--- src/rtl/usbh_pkg.sv ---
`timescale 1ns/1ps
package usbh_pkg;
   localparam int WIN_BITS   = 5;
   localparam int CMD_W      = 5;
   localparam int STS_W      = 4;
   localparam int CMD_RUN    = 0;
   localparam int CMD_HCRST  = 1;
   localparam int CMD_GRST   = 2;
   localparam int CMD_SUSP   = 3;
   localparam int CMD_FRES   = 4;
   localparam int STS_RESUME = 2;
   localparam int P_CONN     = 0;
   localparam int P_CCHG     = 1;
   localparam int P_EN       = 2;
   localparam int P_ECHG     = 3;
   localparam int P_LS       = 8;
   localparam int P_RST      = 9;

   typedef struct packed {
      logic rst;
      logic ls;
      logic echg;
      logic en;
      logic cchg;
      logic conn;
   } port_state_t;
endpackage

--- src/rtl/usbh_cmd_sts.sv ---
`timescale 1ns/1ps
module usbh_cmd_sts
   import usbh_pkg::*;
#(
   parameter int REG_W = 16
) (
   input  logic                 clk,
   input  logic                 rst_n,
   input  logic                 cmd_wr,
   input  logic                 sts_wr,
   input  logic [REG_W-1:0]     wdata,
   input  logic                 wake,
   output logic [CMD_W-1:0]     cmd_q,
   output logic [STS_W-1:0]     sts_q,
   output logic                 hc_reset
);
   logic [CMD_W-1:0] cmd_n;
   logic [STS_W-1:0] sts_n;
   logic             unused_wd;

   assign hc_reset  = cmd_wr & wdata[CMD_HCRST];
   assign unused_wd = ^wdata[REG_W-1:CMD_W];

   always_comb begin
      cmd_n = cmd_q;
      sts_n = sts_q;
      if (cmd_wr) cmd_n = wdata[CMD_W-1:0];
      if (sts_wr) sts_n = sts_q & ~wdata[STS_W-1:0];
      // wake from global suspend: takes priority over the clear
      if (wake && cmd_q[CMD_SUSP]) begin
         cmd_n[CMD_FRES]   = 1'b1;
         sts_n[STS_RESUME] = 1'b1;
      end
   end

   always_ff @(posedge clk or negedge rst_n) begin
      if (!rst_n) begin
         cmd_q <= '0;
         sts_q <= '0;
      end else if (hc_reset) begin
         cmd_q <= '0;
         sts_q <= '0;
      end else begin
         cmd_q <= cmd_n;
         sts_q <= sts_n;
      end
   end
endmodule

--- src/rtl/usbh_port_reg.sv ---
`timescale 1ns/1ps
module usbh_port_reg
   import usbh_pkg::*;
#(
   parameter int REG_W = 16
) (
   input  logic             clk,
   input  logic             rst_n,
   input  logic             clear,
   input  logic             wr,
   input  logic [REG_W-1:0] wdata,
   input  logic             attach,
   input  logic             detach,
   input  logic             lowspeed,
   output logic [REG_W-1:0] word,
   output logic             rst_req
);
   port_state_t st_q, st_n;
   logic        unused_wd;

   assign unused_wd = ^{wdata[REG_W-1:P_RST+1], wdata[P_LS:P_ECHG+1], wdata[P_CONN]};

   always_comb begin
      st_n = st_q;
      if (wr) begin
         st_n.en  = wdata[P_EN];
         st_n.rst = wdata[P_RST];
         if (wdata[P_CCHG]) st_n.cchg = 1'b0;
         if (wdata[P_ECHG]) st_n.echg = 1'b0;
      end
      if (attach) begin
         st_n.conn = 1'b1;
         st_n.cchg = 1'b1;
         st_n.ls   = lowspeed;
      end
      if (detach) begin
         st_n.conn = 1'b0;
         st_n.cchg = 1'b1;
         if (st_n.en) begin
            st_n.en   = 1'b0;
            st_n.echg = 1'b1;
         end
      end
   end

   always_ff @(posedge clk or negedge rst_n) begin
      if (!rst_n) begin
         st_q    <= '0;
         rst_req <= 1'b0;
      end else if (clear) begin
         st_q    <= '0;
         rst_req <= 1'b0;
      end else begin
         st_q    <= st_n;
         rst_req <= wr & wdata[P_RST] & ~st_q.rst;
      end
   end

   always_comb begin
      word         = '0;
      word[P_CONN] = st_q.conn;
      word[P_CCHG] = st_q.cchg;
      word[P_EN]   = st_q.en;
      word[P_ECHG] = st_q.echg;
      word[P_LS]   = st_q.ls;
      word[P_RST]  = st_q.rst;
   end
endmodule

--- src/rtl/usbh_rd_mux.sv ---
`timescale 1ns/1ps
module usbh_rd_mux
   import usbh_pkg::*;
#(
   parameter int              NPORTS     = 2,
   parameter int              REG_W      = 16,
   parameter logic [REG_W-1:0] RD_DEFAULT = '1,
   parameter bit              RDATA_FLOP = 1'b0
) (
   input  logic                          clk,
   input  logic                          rst_n,
   input  logic [WIN_BITS-1:0]           addr,
   input  logic [REG_W-1:0]              cmd_word,
   input  logic [REG_W-1:0]              sts_word,
   input  logic [NPORTS-1:0][REG_W-1:0]  port_words,
   output logic [REG_W-1:0]              rdata
);
   logic [REG_W-1:0] rd_c;
   logic             unused_a0;

   assign unused_a0 = addr[0];

   always_comb begin
      rd_c = RD_DEFAULT;
      if (addr[4:1] == 4'd0)      rd_c = cmd_word;
      else if (addr[4:1] == 4'd1) rd_c = sts_word;
      else if (addr[4]) begin
         for (int n = 0; n < NPORTS; n++)
            if (addr[3:1] == 3'(n)) rd_c = port_words[n];
      end
   end

   generate
      if (RDATA_FLOP) begin : g_flop
         always_ff @(posedge clk or negedge rst_n) begin
            if (!rst_n) rdata <= '0;
            else        rdata <= rd_c;
         end
      end else begin : g_comb
         logic unused_clk;
         assign unused_clk = clk ^ rst_n;
         assign rdata      = rd_c;
      end
   endgenerate
endmodule

--- src/rtl/usbh_portctl_regs.sv ---
`timescale 1ns/1ps
module usbh_portctl_regs
   import usbh_pkg::*;
#(
   parameter int               NPORTS     = 2,
   parameter int               ADDR_W     = 16,
   parameter int               REG_W      = 16,
   parameter logic [REG_W-1:0] RD_DEFAULT = '1,
   parameter bit               RDATA_FLOP = 1'b0
) (
   input  logic               clk,
   input  logic               rst_n,
   input  logic               bus_sel,
   input  logic               bus_we,
   input  logic [ADDR_W-1:0]  bus_addr,
   input  logic [REG_W-1:0]   bus_wdata,
   output logic [REG_W-1:0]   bus_rdata,
   input  logic [NPORTS-1:0]  dev_attach,
   input  logic [NPORTS-1:0]  dev_detach,
   input  logic [NPORTS-1:0]  dev_lowspeed,
   input  logic [3:0]         irq_enable,
   output logic [NPORTS-1:0]  port_reset_req,
   output logic               irq
);
   localparam int IDX_LIMIT = 1 << (WIN_BITS - 2);

   generate
      if (NPORTS < 1 || NPORTS > IDX_LIMIT) begin : g_bad_ports
         $error("NPORTS must lie in 1..8");
      end
      if (ADDR_W <= WIN_BITS) begin : g_bad_addr
         $error("ADDR_W must exceed the window width");
      end
      if (REG_W < P_RST + 1) begin : g_bad_width
         $error("REG_W too narrow for the port word");
      end
   endgenerate

   logic [WIN_BITS-1:0]          a5;
   logic                         wr;
   logic                         cmd_wr, sts_wr, hc_reset, wake;
   logic [CMD_W-1:0]             cmd_q;
   logic [STS_W-1:0]             sts_q;
   logic [NPORTS-1:0]            port_wr;
   logic [NPORTS-1:0][REG_W-1:0] port_words;
   logic                         unused_hi;

   assign a5        = bus_addr[WIN_BITS-1:0];
   assign unused_hi = ^bus_addr[ADDR_W-1:WIN_BITS];
   assign wr        = bus_sel & bus_we;
   assign cmd_wr    = wr & (a5[4:1] == 4'd0);
   assign sts_wr    = wr & (a5[4:1] == 4'd1);
   assign wake      = |dev_attach | |dev_detach;

   usbh_cmd_sts #(.REG_W(REG_W)) u_cmd_sts (
      .clk      (clk),
      .rst_n    (rst_n),
      .cmd_wr   (cmd_wr),
      .sts_wr   (sts_wr),
      .wdata    (bus_wdata),
      .wake     (wake),
      .cmd_q    (cmd_q),
      .sts_q    (sts_q),
      .hc_reset (hc_reset)
   );

   generate
      for (genvar p = 0; p < NPORTS; p++) begin : g_port
         assign port_wr[p] = wr & a5[4] & (a5[3:1] == 3'(p));
         usbh_port_reg #(.REG_W(REG_W)) u_port (
            .clk      (clk),
            .rst_n    (rst_n),
            .clear    (hc_reset),
            .wr       (port_wr[p]),
            .wdata    (bus_wdata),
            .attach   (dev_attach[p]),
            .detach   (dev_detach[p]),
            .lowspeed (dev_lowspeed[p]),
            .word     (port_words[p]),
            .rst_req  (port_reset_req[p])
         );
      end
   endgenerate

   usbh_rd_mux #(
      .NPORTS(NPORTS), .REG_W(REG_W), .RD_DEFAULT(RD_DEFAULT), .RDATA_FLOP(RDATA_FLOP)
   ) u_rd_mux (
      .clk        (clk),
      .rst_n      (rst_n),
      .addr       (a5),
      .cmd_word   ({{(REG_W-CMD_W){1'b0}}, cmd_q}),
      .sts_word   ({{(REG_W-STS_W){1'b0}}, sts_q}),
      .port_words (port_words),
      .rdata      (bus_rdata)
   );

   assign irq = |(sts_q & irq_enable);
endmodule

--- config.mk ---
export PLATFORM = sky130hd
export DESIGN_NAME = usbh_portctl_regs
export DESIGN_NICKNAME = d
export VERILOG_FILES = /design/src/rtl/usbh_pkg.sv /design/src/rtl/usbh_cmd_sts.sv /design/src/rtl/usbh_port_reg.sv /design/src/rtl/usbh_rd_mux.sv /design/src/rtl/usbh_portctl_regs.sv
export SDC_FILE = /design/constraint.sdc
export NUM_CORES = 1
export LEC_CHECK = 0
export ABC_AREA = 1
export BUFFER_PORTS_ARGS = -buffer_cell sky130_fd_sc_hd__buf_4
export CORE_MARGIN = 1
export CORE_UTILIZATION = 52
export DETAILED_ROUTE_END_ITERATION = 8
export PLACE_DENSITY = 0.84
export SYNTH_ARGS = -nofsm -noshare
export SYNTH_HDL_FRONTEND = slang
export SYNTH_HIERARCHICAL = 1
export SYNTH_SLANG_ARGS = --single-unit
--- constraint.sdc ---
create_clock -name clk -period 1 [get_ports clk]
set_input_delay 0.1 -clock clk [delete_from_list [all_inputs] [get_ports clk]]
set_output_delay 0.1 -clock clk [all_outputs]
set_load 0.005 [all_outputs]
==> metrics, run 1 <==
crit path time final 1.315 ns; CP Buf/Inv Count 1; Post-synth ARST share 100.0%; layout cells sized above 1 31.85%; vias in the first global route 1,870; gate count after technology mapping 317; met3 global-route usage 1.910%; wire length per cell 10.86 um; CP Data Required Time 0.90 ns; die height 65.22 um; number of synthesized flops with an enable pin 0; synth cell count leaders nand2_1, nor2_1, inv_1; # Max-Cap Violations 0; Final Max Tran Viols 0; Setup Crit Path Kind flip-flop to output pin; RSZ-0062 raised after global routing true; PwrDens 916.6 nW/um2; Seq/Total Area, Yosys 27.69%; Post-DRT Antenna Nets 0; CP Cell Sequence nand3b_1, nand2_1, nand2_1, nor2_1, nor2_1, buf_4; internal power 1747 uW; R2R Path End u_cmd_sts/sts_q[2]$_DFFE_PN0P_; GRT Util Overall 25.26%; Synth top area share 27.69%; synth top area cells dfrtp_1, nand2_1, nor2_1, buf_4, inv_1; run status finished with violations; Post-Syn Area 2078 um2; Root Buffer clkbuf_8; most frequent cell after synthesis nand2_1; NumNets Final 452; #FFs+latches synth 23; diode count 0; initial antenna violation count 0; Worst setup SP type flip-flop; FF-to-FF setup slack 0.11 ns; HP Class input port to flip-flop; Final HPWL DP 3.537 mm; Via-to-Cell Ratio 4.585; grt ovf 0; Comb pwr share 33.5%; initial DRC count 104; met1 Track Usage GR 33.99%; Final Hold Viols 0; Clk pwr share 22.3%; gr busiest metal met2; global-route wire length before repair 8.335 mm; Layout Skew 0.005816 ns; Die ar. 4254 um2; Pleak 0.001451 uW; clk buf depth 2; Tcrit/Tclk final 131.5%; Die W 65.22 um; hold worst-path end u_cmd_sts/sts_q[0]$_DFFE_PN0P_; Syn-to-layout area delta 34.20%; Core Region 3744 um2; number of remaining DRC errors 0; Worst path depth 6; number of core rows 22; Initial Util 55.51%; reg2reg start u_cmd_sts/sts_q[2]$_DFFE_PN0P_; drt first pass iters 4; clock sinks 23; I/O pin count 65; CTS tree yes; worst hold stages 2; area leader, netlist dfrtp_1; CP max stage delay 0.41 ns; ys flop type dfrtp_1; Slowest cell on crit path dfrtp_1; clk_lat worst skew 0.27 ns; Syn. warnings 6; fin util 74.50%; via count 2,077; f_max 760.3 MHz; Crit. End Element output pin; Worst R2R Path Depth 5; Arr. time, crit path 1.22 ns; Min Hold Slack 0.001501 ns; Net Sw Power 809.0 uW; Reg power frac 44.2%; worst setup margin -0.3153 ns; Worst-path clk slew 0.08 ns; wirelength, routed 4.919 mm; Synth Area per Inst 6.556 um2; largest net degree at the start of global routing 24; Net Sw Frac 31.64%; Worst Hold Launch bus_wdata[0]; Final Setup Violations 17; Critical Path Fanout Max 2; Crit path max-delay family flip-flops; # port buffers 42; VDD IR-drop max 1.074 mV; Final Wtd Congestion 0.8417; H-tree depth 1; met2 usage 44.07%; pre-CTS setup slack -0.1558 ns; Netlist cell types 26; CTS buffer count 3; failing checks negative setup slack
==> logic make-up (layout without fill, tap and decap cells) <==
kind of cell / after synthesis / in the layout / synth area share [%]
buffers and inverters: 69 / 117 / 18.12
other: 3 / 43 / 0.5418
DFF: 23 / 23 / 27.69
and+or+nand+nor: 187 / 187 / 41.12
AOI/OAI and AO/OA: 35 / 35 / 12.52
==> how the worst max path moves through the flow <==
stage	start	endpoint	slack, ns
floorplan	bus_addr[3]	g_port[0].u_port/word[9]$_DFFE_PN0P_	0.007
global placement	bus_addr[2]	bus_rdata[0]	-0.14
detailed placement	bus_addr[2]	bus_rdata[1]	-0.16
CTS	g_port[0].u_port/word[0]$_DFFE_PN0P_	bus_rdata[0]	-0.31
global route	g_port[0].u_port/word[0]$_DFFE_PN0P_	bus_rdata[0]	-0.40
finish	g_port[0].u_port/word[0]$_DFFE_PN0P_	bus_rdata[0]	-0.32
==> routing by layer <==
metal / share of wire (%) / vias up
met2: 49 / 65
li1: - / 1092
met5: 0 / -
met3: 4.8 / 6
met4: 0.87 / 0
met1: 45 / 914
==> stage by stage <==
step | cells | area (um2) | TNS (ns) | power [uW]
6_report | 453 | 2789 | -2.984 | 2556
5_1_grt | 453 | 2789 | -4.217 | 2717
4_1_cts | 447 | 2729 | -2.827 | 2516
3_5_place_dp | 436 | 2549 | -3.554 | 1874
3_3_place_gp | 436 | 2549 | -2.702 | 1856
2_1_floorplan | 357 | 2241 | 0 | 1598
==> repair_timing <==
| action | in CTS | in global routing |
|---|---|---|
| cloned | 1 | 1 |
| hold buffers | 1 | 0 |
| endpoints found under the hold margin | 23 | 0 |
| endpoints found under the setup margin | 17 | 17 |
| resized for setup | 10 | 5 |
| setup buffers | 5 | 5 |
| pin swaps | 20 | 7 |
==> layout make-up <==
cell class | count | area, um2
clock buffers | 3 | 41.29
clock inverters | 1 | 5.005
fillers | 298 | 954.7
inverters | 41 | 163.9
multi-input cells | 265 | 1305
flip-flops and latches | 23 | 575.6
well taps | 48 | 60.06
repair buffers | 71 | 631.9
repair inverters | 1 | 6.256
==> cells in the final DEF, fill, tap and decap left out, types with 2 or more instances in the layout <==
cell type and count:
nand3_2 2, conb_1 43, o21ai_1 2, a21oi_1 8, a21oi_2 12, or2_1 2
o21ai_2 10, nand3_1 25, buf_4 59, buf_6 5, nand2_4 2, dfrtp_1 23
nand2_1 89, nand3b_1 4, nor2_4 4, nor2_2 2, nor2_1 41, inv_4 2
inv_1 34, clkbuf_8 3, buf_12 4, nand2_2 12, inv_2 5, o21ai_0 2
==> registers in the layout, indices dropped and copies added, names as in the netlist <==
name                   cells
u_cmd_sts/sts_q            4
u_cmd_sts/cmd_q            5
g_port.u_port/rst_req      2
g_port.u_port/word        12
==> power by group through the flow <==
stage          logic, uW  clock network [uW]  registers (uW)
6_report             856                 570            1130
5_1_grt              959                 617            1140
4_1_cts              813                 576            1130
3_5_place_dp         725                   0            1150
3_3_place_gp         706                   0            1150
2_1_floorplan        483                   0            1120
No activity file was read; power rests on OpenSTA's default activity.
==> inputs of run 2 (changes only) <==
--- a/config.mk
+++ b/config.mk
@@ -10,6 +10,7 @@
 export CORE_MARGIN = 1
 export CORE_UTILIZATION = 52
 export DETAILED_ROUTE_END_ITERATION = 8
+export HOLD_SLACK_MARGIN = 0.06
 export PLACE_DENSITY = 0.84
 export SYNTH_ARGS = -nofsm -noshare
 export SYNTH_HDL_FRONTEND = slang
==> run 2 against run 1 <==
Critical path depth did not move. First-iteration DRC count rose by 3.8%. The flow still finishes with violations (negative setup slack). Die area did not move. Power rose by 0.73%. Largest power group unchanged. Cell count rose by 1.3%. Clock-buffer cell count did not move. Largest cell class unchanged. Clock skew fell by 0.00052 ns. Maximum frequency fell by 0.20%.
==> metrics, run 2 (synthesis results as in run 1) <==
vias in the first global route 1,914; via count 2,093; Final HPWL DP 3.537 mm; internal power 1762 uW; Net Sw Frac 31.56%; worst setup margin -0.3179 ns; Syn-to-layout area delta 37.15%; clk buf depth 2; Net Sw Power 812.6 uW; Final Max Tran Viols 0; Reg power frac 43.8%; grt ovf 0; Worst-path clk slew 0.08 ns; Tcrit/Tclk final 131.8%; wire length per cell 11.09 um; wirelength, routed 5.091 mm; VDD IR-drop max 1.071 mV; CP Data Required Time 0.90 ns; crit path time final 1.318 ns; Pleak 0.001478 uW; diode count 0; Crit. End Element output pin; Slowest cell on crit path dfrtp_1; Final Hold Viols 0; Die W 65.22 um; Critical Path Fanout Max 2; NumNets Final 458; layout cells sized above 1 31.63%; Arr. time, crit path 1.22 ns; commonest non-fill, non-tap cell in the layout nand2_1; clk_lat worst skew 0.27 ns; Layout Skew 0.005300 ns; die height 65.22 um; PwrDens 903.5 nW/um2; H-tree depth 1; drt first pass iters 4; GRT Util Overall 26.04%; Clk pwr share 22.1%; total negative setup slack -2.994 ns; RSZ-0062 raised after global routing true; fin util 76.14%; Die ar. 4254 um2; CTS tree yes; FF-to-FF setup slack 0.11 ns; Final Wtd Congestion 0.8417; f_max 758.8 MHz; most frequent cells in the layout nand2_1, buf_4, conb_1, nor2_1, inv_1; Final Setup Violations 17; Worst setup SP type flip-flop; Comb pwr share 34.1%; clock sinks 23; global-route wire length before repair 8.542 mm; Post-DRT Antenna Nets 0; Core Region 3744 um2; initial antenna violation count 0; overall power 2575 uW; number of remaining DRC errors 0; Setup Crit Path Kind flip-flop to output pin; Largest register FFs 12; I/O pin count 65; Initial Util 55.51%; Via-to-Cell Ratio 4.560; failing checks negative setup slack; CP max stage delay 0.40 ns; initial DRC count 108; CP Cell Sequence nand3b_1, nand2_1, nand2_1, nor2_1, nor2_1, buf_4; # port buffers 42; HP Class input port to flip-flop; run status finished with violations; CTS buffer count 3; largest net degree at the start of global routing 24; number of core rows 22; # Max-Cap Violations 0; Root Buffer clkbuf_8
[run 2: layout make-up]
cell class | count | area [um2]
fill | 282 | 893.4
clock inverter | 1 | 5.005
multi-input combinational | 265 | 1305
inverter | 41 | 163.9
tap | 48 | 60.06
timing repair buffer | 77 | 693.2
clock buffer | 3 | 41.29
timing repair inverter | 1 | 6.256
sequential | 23 | 575.6
[run 2: worst paths after layout]
check                                                     start                                    to  cells past startpoint
setup / recovery           g_port[0].u_port/word[0]$_DFFE_PN0P_                          bus_rdata[0]                      6
max in group asynchronous                                 rst_n  g_port[1].u_port/word[9]$_DFFE_PN0P_                      2
hold / removal                                  dev_lowspeed[0]  g_port[0].u_port/word[8]$_DFFE_PN0P_                      3
setup reg to reg           g_port[0].u_port/word[1]$_DFFE_PN0P_  g_port[0].u_port/word[1]$_DFFE_PN0P_                      4
hold reg to reg                  u_cmd_sts/cmd_q[1]$_DFFE_PN0P_        u_cmd_sts/cmd_q[1]$_DFFE_PN0P_                      2
min in group asynchronous                                 rst_n        u_cmd_sts/cmd_q[1]$_DFFE_PN0P_                      2
[run 2: metal layers]
metal | track usage (%) | vias to the layer above | share of wire (%)
met5 | 0 | - | 0
met4 | 7.337 | 0 | 1.4
met3 | 2.083 | 10 | 5.3
met2 | 45.23 | 62 | 50
met1 | 34.43 | 921 | 43
li1 | - | 1100 | -
[run 2: repair_timing]
action	in CTS	in global routing
endpoints found under the hold margin	28	0
pin swaps	20	7
cloned	1	1
hold buffers	6	0
resized for setup	10	6
setup buffers	5	6
endpoints found under the setup margin	17	17
[run 2: critical path, delay by kind of cell (launching register included)]
| family | cells | cell delay, ns |
|---|---|---|
| simple gates | 5 | 0.41 |
| flops | 1 | 0.40 |
| buf+inv | 1 | 0.13 |
[run 2: power by group through the flow]
stage / Clock (uW) / Combinational, uW / Sequential (uW)
after floorplan: 0 / 483 / 1120
after global routing: 617 / 979 / 1140
final: 569 / 878 / 1130
after detailed placement: 0 / 725 / 1150
after global placement: 0 / 706 / 1150
after CTS: 576 / 829 / 1130
[run 2: through the flow]
| step | cell area (um2) | hold slack (ns) | instances | worst slack (ns) |
|---|---|---|---|---|
| final | 2850 | 0.07015 | 459 | -0.3179 |
| after global routing | 2850 | 0.07435 | 459 | -0.3954 |
| after global placement | 2549 | 0.005593 | 436 | -0.1402 |
| after floorplan | 2241 | -0.1956 | 357 | 0.007402 |
| after CTS | 2779 | 0.07003 | 452 | -0.3077 |
| after detailed placement | 2549 | 0.006393 | 436 | -0.1558 |
==> inputs of run 3 (changes only) <==
--- a/config.mk
+++ b/config.mk
@@ -7,6 +7,7 @@
 export LEC_CHECK = 0
 export ABC_AREA = 1
 export BUFFER_PORTS_ARGS = -buffer_cell sky130_fd_sc_hd__buf_4
+export CORE_ASPECT_RATIO = 1.25
 export CORE_MARGIN = 1
 export CORE_UTILIZATION = 52
 export DETAILED_ROUTE_END_ITERATION = 8
==> run 3 against run 2 <==
Global-route usage rose by 0.63 points. First-iteration DRC count fell by 20%. Design area rose by 5.1%. Worst hold slack improved by 0.0085 ns. Combinational power rose by 4.7%. Flip-flop and latch count did not move. Critical path depth did not move. Register-to-register slack got worse by 0.11 ns. Utilization rose by 2.4 points. Largest cell class unchanged. Non-clock buffer count rose by 4. The run still ends with negative setup slack left.
==> metrics, run 3 (synthesis results as in run 1) <==
run status finished with violations; failing checks negative setup slack; grt ovf 0; H-tree depth 1; die height 72.68 um; commonest non-fill, non-tap cell in the layout nand2_1; initial antenna violation count 0; Critical Path Fanout Max 2; wirelength, routed 5.483 mm; Worst setup SP type flip-flop; Tcrit/Tclk final 137.2%; f_max 728.8 MHz; post-route insts no fill 468; Largest register FFs 12; RSZ-0062 raised after global routing true; number of remaining DRC errors 0; CTS tree yes; diode count 0; Arr. time, crit path 1.27 ns; largest net degree at the start of global routing 24; # port buffers 42; Placed Instances 448; Final Setup Violations 17; wire length per cell 11.72 um; Pleak 0.001534 uW; Initial Util 54.46%; CP Data Required Time 0.90 ns; Min Hold Slack 0.07867 ns; CTS buffer count 3; Layout Skew 0.0002765 ns; Die ar. 4255 um2; Worst-path clk slew 0.08 ns; worst setup margin -0.3721 ns; GRT Util Overall 26.66%; Post-DRT Antenna Nets 0; Via-to-Cell Ratio 4.784; CP Cell Sequence nand3b_1, nand2_1, nand2_1, nor2_2, nor2_1, buf_4; Final Hold Viols 0; most used cell, CP nand2_1; fin util 78.49%; global-route wire length before repair 8.749 mm; Net Sw Frac 31.36%; Fillers 282; clk buf depth 2; most frequent cells in the layout nand2_1, buf_4, conb_1, nor2_1, inv_1; layout cells sized above 1 35.51%; number of core rows 25; clock sinks 23; Final HPWL DP 3.840 mm; CP max stage delay 0.39 ns; crit path time final 1.372 ns; Reg power frac 43.6%; I/O pin count 65; Syn-to-layout area delta 44.13%; initial DRC count 86; NumNets Final 461; Core Region 3816 um2; Die W 58.55 um; overall power 2598 uW; VDD IR-drop max 0.8752 mV; clk_lat worst skew 0.25 ns; Root Buffer clkbuf_8; HP Class input port to flip-flop; PwrDens 867.2 nW/um2; Final Wtd Congestion 0.8890; via count 2,239; vias in the first global route 2,177; Clk pwr share 21.1%; Crit. End Element output pin; # Max-Cap Violations 0; Net Sw Power 814.6 uW; drt first pass iters 4; Setup Crit Path Kind flip-flop to output pin; Comb pwr share 35.4%; Final Max Tran Viols 0; Slowest cell on crit path dfrtp_1; internal power 1783 uW
## run 3: cell types whose count changed in the layout (fill, tap and decap cells not counted), moves of 2 or more
| cell | change |
|---|---|
| buf_12 | +2 |
| buf_4 | +5 |
| inv_2 | -2 |
| nand2_1 | -10 |
| nand2_2 | +2 |
| nand2_4 | +8 |
| nand3_1 | -3 |
| nand3_2 | +3 |
| o21ai_4 | +2 |
## run 3: critical path, delay by kind of cell (launching register included)
kind	cells	cell delay, ns
simple gates	5	0.50
flops	1	0.39
buf+inv	1	0.13
## run 3: layer usage
metal  up-vias  global-route usage, %  share of wire [%]
met1      1044                  26.27                 37
met2        68                  54.02                 57
li1       1113                      -                  -
met3        14                  1.241                2.7
met5         -                      0                  0
met4         0                  14.29                3.0
## run 3: final cells by class
type	instances	area, um2	share of cell area, %
sequential	23	575.6	19.21
timing repair buffer	81	734.5	24.52
inverter	41	168.9	5.639
tap	54	67.56	2.256
clock buffer	4	45.04	1.504
multi-input combinational	265	1404	46.87
## run 3: repair_timing
action / CTS / global route
pin swaps: 20 / 15
hold buffers: 4 / 1
setup endpoints to repair: 17 / 17
hold endpoints to repair: 26 / 1
setup buffers: 8 / 2
gates resized for setup: 31 / 12
gates cloned: 1 / 0
## run 3: through the flow
stage	setup TNS, ns	area [um2]	setup slack [ns]
after floorplan	0	2241	0.007402
after global placement	-2.905	2614	-0.1696
after detailed placement	-4.074	2614	-0.2120
after CTS	-2.987	2922	-0.2994
after global routing	-4.092	2995	-0.4158
final	-3.154	2995	-0.3721
## run 3: power by group through the flow
stage          Sequential [uW]  Clock (uW)  Combinational [uW]
3_5_place_dp              1140           0                 737
6_report                  1130         547                 919
5_1_grt                   1140         599                1020
4_1_cts                   1130         561                 855
2_1_floorplan             1120           0                 483
3_3_place_gp              1140           0                 716
## run 3: worst paths after layout
kind	start	to	slack, ns	cells after the start
worst min register to register	g_port[1].u_port/word[9]$_DFFE_PN0P_	g_port[1].u_port/rst_req$_DFF_PN0_	0.47	1
min in group asynchronous	rst_n	u_cmd_sts/sts_q[3]$_DFFE_PN0P_	0.27	2
worst max-delay path	g_port[0].u_port/word[0]$_DFFE_PN0P_	bus_rdata[0]	-0.37	6
worst max register to register	g_port[0].u_port/word[9]$_DFFE_PN0P_	g_port[0].u_port/word[9]$_DFFE_PN0P_	0	5
worst min-delay path	bus_wdata[1]	u_cmd_sts/sts_q[1]$_DFFE_PN0P_	0.08	2
max in group asynchronous	rst_n	g_port[0].u_port/word[8]$_DFFE_PN0P_	0.50	2
